[src/rtl/fcsc_pkg.sv]
package fcsc_pkg;
  localparam int LEN_W   = 7;
  localparam int DATA_W  = 8;
  localparam int CRC_W   = 16;
  localparam logic [CRC_W-1:0] CRC_POLY_REFL = 16'h8408;
  localparam int MIN_CHECK_LEN = 2;

  typedef enum logic [0:0] {
    SEQ_IDLE = 1'b0,
    SEQ_RECV = 1'b1
  } seq_state_t;
endpackage

[src/rtl/fcsc_frame_seq.sv]
module fcsc_frame_seq
  import fcsc_pkg::*;
#(
  parameter int LW = LEN_W
) (
  input  logic          clk,
  input  logic          rst_n,
  input  logic          frm_start,
  input  logic [LW-1:0] frm_len,
  input  logic          oct_valid,
  output logic          acc_clr,
  output logic          acc_en,
  output logic          fin,
  output logic          short_frm
);
  seq_state_t    st_q, st_d;
  logic [LW-1:0] len_q, len_d;
  logic [LW-1:0] cnt_q, cnt_d;
  logic          last_oct;

  assign acc_clr  = frm_start;
  assign acc_en   = (st_q == SEQ_RECV) && oct_valid && !frm_start;
  assign last_oct = acc_en && ((cnt_q + 1'b1) == len_q);
  assign fin      = (frm_start && (frm_len == '0)) || last_oct;
  assign short_frm = frm_start ? 1'b1 : (len_q < LW'(MIN_CHECK_LEN));

  always_comb begin
    st_d  = st_q;
    len_d = len_q;
    cnt_d = cnt_q;
    if (frm_start) begin
      len_d = frm_len;
      cnt_d = '0;
      st_d  = (frm_len == '0) ? SEQ_IDLE : SEQ_RECV;
    end else if (acc_en) begin
      if (last_oct) begin
        st_d  = SEQ_IDLE;
        cnt_d = '0;
      end else begin
        cnt_d = cnt_q + 1'b1;
      end
    end
  end

  always_ff @(posedge clk or negedge rst_n) begin
    if (!rst_n) begin
      st_q  <= SEQ_IDLE;
      len_q <= '0;
      cnt_q <= '0;
    end else begin
      st_q <= st_d;
      if (frm_start)           len_q <= len_d;
      if (frm_start || acc_en) cnt_q <= cnt_d;
    end
  end

  assert_cnt_in_frame_R4: assert property (@(posedge clk) disable iff (!rst_n)
    (st_q == SEQ_RECV) |-> (cnt_q < len_q));
  assert_start_ignores_octet_R10: assert property (@(posedge clk) disable iff (!rst_n)
    frm_start |-> !acc_en);
endmodule

[config.mk]
export PLATFORM = sky130hd
export DESIGN_NAME = fcsc_frame_seq
export DESIGN_NICKNAME = d
export VERILOG_FILES = /design/src/rtl/fcsc_pkg.sv /design/src/rtl/fcsc_frame_seq.sv
export SDC_FILE = /design/constraint.sdc
export NUM_CORES = 1
export LEC_CHECK = 0
export BUFFER_PORTS_ARGS = -buffer_cell sky130_fd_sc_hd__buf_2
export CAP_MARGIN = 10
export CORE_MARGIN = 4
export CORE_UTILIZATION = 53
export DETAILED_ROUTE_END_ITERATION = 8
export GPL_TIMING_DRIVEN = 0
export MAX_ROUTING_LAYER = met4
export PLACE_DENSITY = 0.77
export SKIP_LAST_GASP = 1
export SYNTH_ARGS = -nofsm -noshare
export SYNTH_HDL_FRONTEND = slang
export SYNTH_SLANG_ARGS = --single-unit
[constraint.sdc]
create_clock -name clk -period 2.6 [get_ports clk]
set_clock_uncertainty 0.2 [all_clocks]
set_input_delay 0.26 -clock clk [delete_from_list [all_inputs] [get_ports clk]]
set_output_delay 0.26 -clock clk [all_outputs]
set_load 0.02 [all_outputs]
==> flow_summary.ini <==
[outcome]
outcome = completed

[timing]
fmax_mhz = 400
worst-slew-pin-transition_ns = 0.593
post-route-period-util = 0.960
hold_viol = 0
slew_headroom = 0.605
final_period_demand_of_the_worst_path_ns = 2.50
final_worst_setup_slack_ns = 0.103
finalMaxSlewViolations = 0
hold_slack_ns = 0.0216
setup-violations-final = 0

[clocking]
cts_inserted_buffers = 3
cts-root-buf = sky130_fd_sc_hd__clkbuf_4
clk_pin_slew_worst_paths_ns = 0.09
tritoncts = yes
cts_htree_levels = 1
max-clock-path-buffers = 2
latest_clock_arrival_within_the_worst_skew_pair_ns = 0.28
tritoncts_num_sinks = 15

[floorplanning]
die_h_um = 48.7
core_region_area_um2 = 1540
num_io_pins = 15
fp.dieArea_um2 = 2370
fp.dieW_um = 48.7
std_cell_rows = 14
initial_core_util = 0.568

[placed_design]
pre_cts_ws_ns = 0.314
place.detailed.instances = 118
place.port_buffers = 14
place.gp.congestion = 0.747
detailedPlacementHpwl_um = 1280

[power]
irDropWorstVdd_mv = 0.391
p_leak_nw = 0.479
comb_power_share = 0.181
power.clock.fraction = 0.271
seq_power_share = 0.548
power_switching_share = 0.271
p_int_mw = 0.352
fin_total_pwr_mw = 0.482
netSwitchingPower_mw = 0.131
power_density_nw_per_um2 = 468

[layout]
finalNetCount = 122
antenna_cells = 0
synthToLayoutAreaGrowth_pct = 17.7
final-instance-count-excl-fill = 125
fraction_of_layout_cells_with_a_size_suffix_above_1 = 0.330
n_fill_cell = 129

[routing]
drt-vias-per-instance = 5.86
wl_per_cell_um = 13.6
via_count = 733
routed_wl_um = 1710
drt_pre_antenna_iters = 4
drtAntennaViolNets = 0
drc_errors = 0
drtIter0Drc = 10

[hold_path]
hp-start = frm_len[4]
min_path_type = in -> reg

[worst_setup_path]
worstPathArrival_ns = 2.04
r2r-end = cnt_q[0]$_DFFE_PN0N_
worst_r2r_startpoint = cnt_q[0]$_DFFE_PN0N_
timing.critical_path.required_ns = 2.14
regToRegSetupSlack_ns = 0.30
criticalPathCategory = reg -> out
endpoint_kind = output pin
critical_path.startpoint_type = register
rr_worst_depth = 8
startpoint = cnt_q[0]$_DFFE_PN0N_
worstSetupEndpoint = fin
critPathMaxFanout = 4

[synthesis]
count_of_unique_library_cells_instantiated_by_yosys = 32
mappedNetlistNets = 100
synth_xor_area_frac = 0.0986
yosys_warnings = 0
ys_top_cells_by_area = sky130_fd_sc_hd__dfrtp_1 (43%), sky130_fd_sc_hd__mux2_2 (10%), sky130_fd_sc_hd__nand2_1 (4.3%), sky130_fd_sc_hd__xnor2_1 (4.0%), sky130_fd_sc_hd__xor2_1 (4.0%)
post-synth-top-count-cell = sky130_fd_sc_hd__dfrtp_1
adder_and_majority_cell_fraction_of_the_synthesized_area = 0.0143
synth.largest_area_cell = sky130_fd_sc_hd__dfrtp_1
per_instance_average_area_after_synthesis_um2 = 9.95
synth_commonest_cells = sky130_fd_sc_hd__dfrtp_1 (15), sky130_fd_sc_hd__nand2_1 (10), sky130_fd_sc_hd__mux2_2 (8)
ys_seq_area_frac = 0.429
syn_area_um2 = 876
synth_top_family_by_area = simple AND/OR/NAND/NOR gates
yosys-mux-area-fraction = 0.114
post-synth-top-area-fraction = 0.429
synth-edff-count = 0
most_instantiated_flip_flop_cell_in_the_synthesis_netlist = sky130_fd_sc_hd__dfrtp_1
postSynth.asyncResetShare = 1.00
yosys_register_bits = 15
postSynthCellCount = 88
synth_simple_gate_area_share = 0.171
synth_compound_area_frac = 0.133

[grt]
overflow = 0
global_route_wire_length_before_repair_um = 3040
largest_net_degree_at_the_start_of_global_routing = 16
grtUsageTotal = 0.163
antenna_found_initial = 0
first_global_vias = 713

[job]
drv_cap = 0
[per-layer routing]
| layer | vias up | routed length [um] | track usage |
|---|---|---|---|
| met5 | - | 0 | - |
| met3 | 4 | 81 | 0.0307 |
| li1 | 354 | - | - |
| met4 | 0 | 25 | 0.0673 |
| met1 | 358 | 760 | 0.205 |
| met2 | 17 | 839 | 0.257 |
[cell type report]
cell class	count	area, um2	area share
clock buffers	4	26.3	0.0255
repair buffers	17	95.1	0.0922
inverters	3	11.3	0.0109
multi-input cells	66	478	0.464
flip-flops and latches	15	377	0.365
plain buffers	4	23.8	0.0231
well taps	16	20.0	0.0194
[critical path, stage by stage (launching register included)]
cell                        delay (ns)
sky130_fd_sc_hd__dfrtp_2          0.45
sky130_fd_sc_hd__buf_4            0.15
sky130_fd_sc_hd__xor2_1           0.14
sky130_fd_sc_hd__o21ai_1          0.10
sky130_fd_sc_hd__a2111oi_2        0.38
sky130_fd_sc_hd__and4_1           0.28
sky130_fd_sc_hd__a31o_2           0.11
sky130_fd_sc_hd__buf_2            0.15
[sequential cells by signal, indices dropped and copies added, names as in the netlist]
register	flops
len_q	7
cnt_q	7
st_q	1
[worst min-delay path by stage]
stage	to	cells after the start
3_5_place_dp	cnt_q[0]$_DFFE_PN0N_	1
2_1_floorplan	cnt_q[0]$_DFFE_PN0N_	0
6_report	len_q[4]$_DFFE_PN0P_	2
5_1_grt	len_q[5]$_DFFE_PN0P_	2
4_1_cts	len_q[3]$_DFFE_PN0P_	2
3_3_place_gp	cnt_q[1]$_DFFE_PN0N_	1
[power by group through the flow]
stage                     logic, mW  clock network [mW]  registers [mW]
after detailed placement     0.0807                   0           0.268
after CTS                    0.0828               0.138           0.263
after floorplan              0.0561                   0           0.264
after global routing         0.0990               0.149           0.267
after global placement       0.0775                   0           0.267
final                        0.0871               0.131           0.264
[repair_timing]
action                                 CTS  global route
pin swaps                                0             3
gates resized for setup                  1             2
setup endpoints to repair                1             1
setup buffers                            0             2
hold buffers                             1             0
endpoints found under the hold margin   15             0
[cells by family after synthesis]
| family | count (synthesis) |
|---|---|
| XOR/XNOR | 9 |
| adder cells (fa/ha/maj) | 1 |
| AO/OA/AOI/OAI | 16 |
| multiplexers | 9 |
| flip-flops | 15 |
| AND/OR/NAND/NOR | 31 |
| buffers and inverters | 7 |
[cells in the final DEF (no fill, tap or decap), drive strengths merged]
| cell | count |
|---|---|
| a2111oi | 1 |
| a211oi | 1 |
| a21o | 2 |
| a21oi | 3 |
| a22o | 2 |
| a31o | 1 |
| a41oi | 1 |
| and3 | 1 |
| and4 | 1 |
| buf | 19 |
| clkbuf | 5 |
| dfrtp | 15 |
| dlygate4sd3 | 1 |
| ha | 1 |
| inv | 3 |
| mux2 | 8 |
| mux2i | 1 |
| nand2 | 10 |
| nand2b | 1 |
| nand3 | 6 |
| nor2 | 5 |
| nor2b | 1 |
| nor3 | 2 |
| nor3b | 1 |
| nor4 | 2 |
| o21ai | 4 |
| o32ai | 1 |
| or2 | 1 |
| xnor2 | 4 |
| xor2 | 5 |
[metrics by stage]
stage | setup TNS (ns) | utilization | instance area, um2
after global routing | -0.0324 | 0.669 | 1030
after detailed placement | 0 | 0.627 | 966
after floorplan | 0 | - | 876
after CTS | 0 | 0.652 | 1000
after global placement | 0 | 0.627 | 966
final | 0 | 0.669 | 1030
Note: power is estimated with default switching activity, not from simulation.
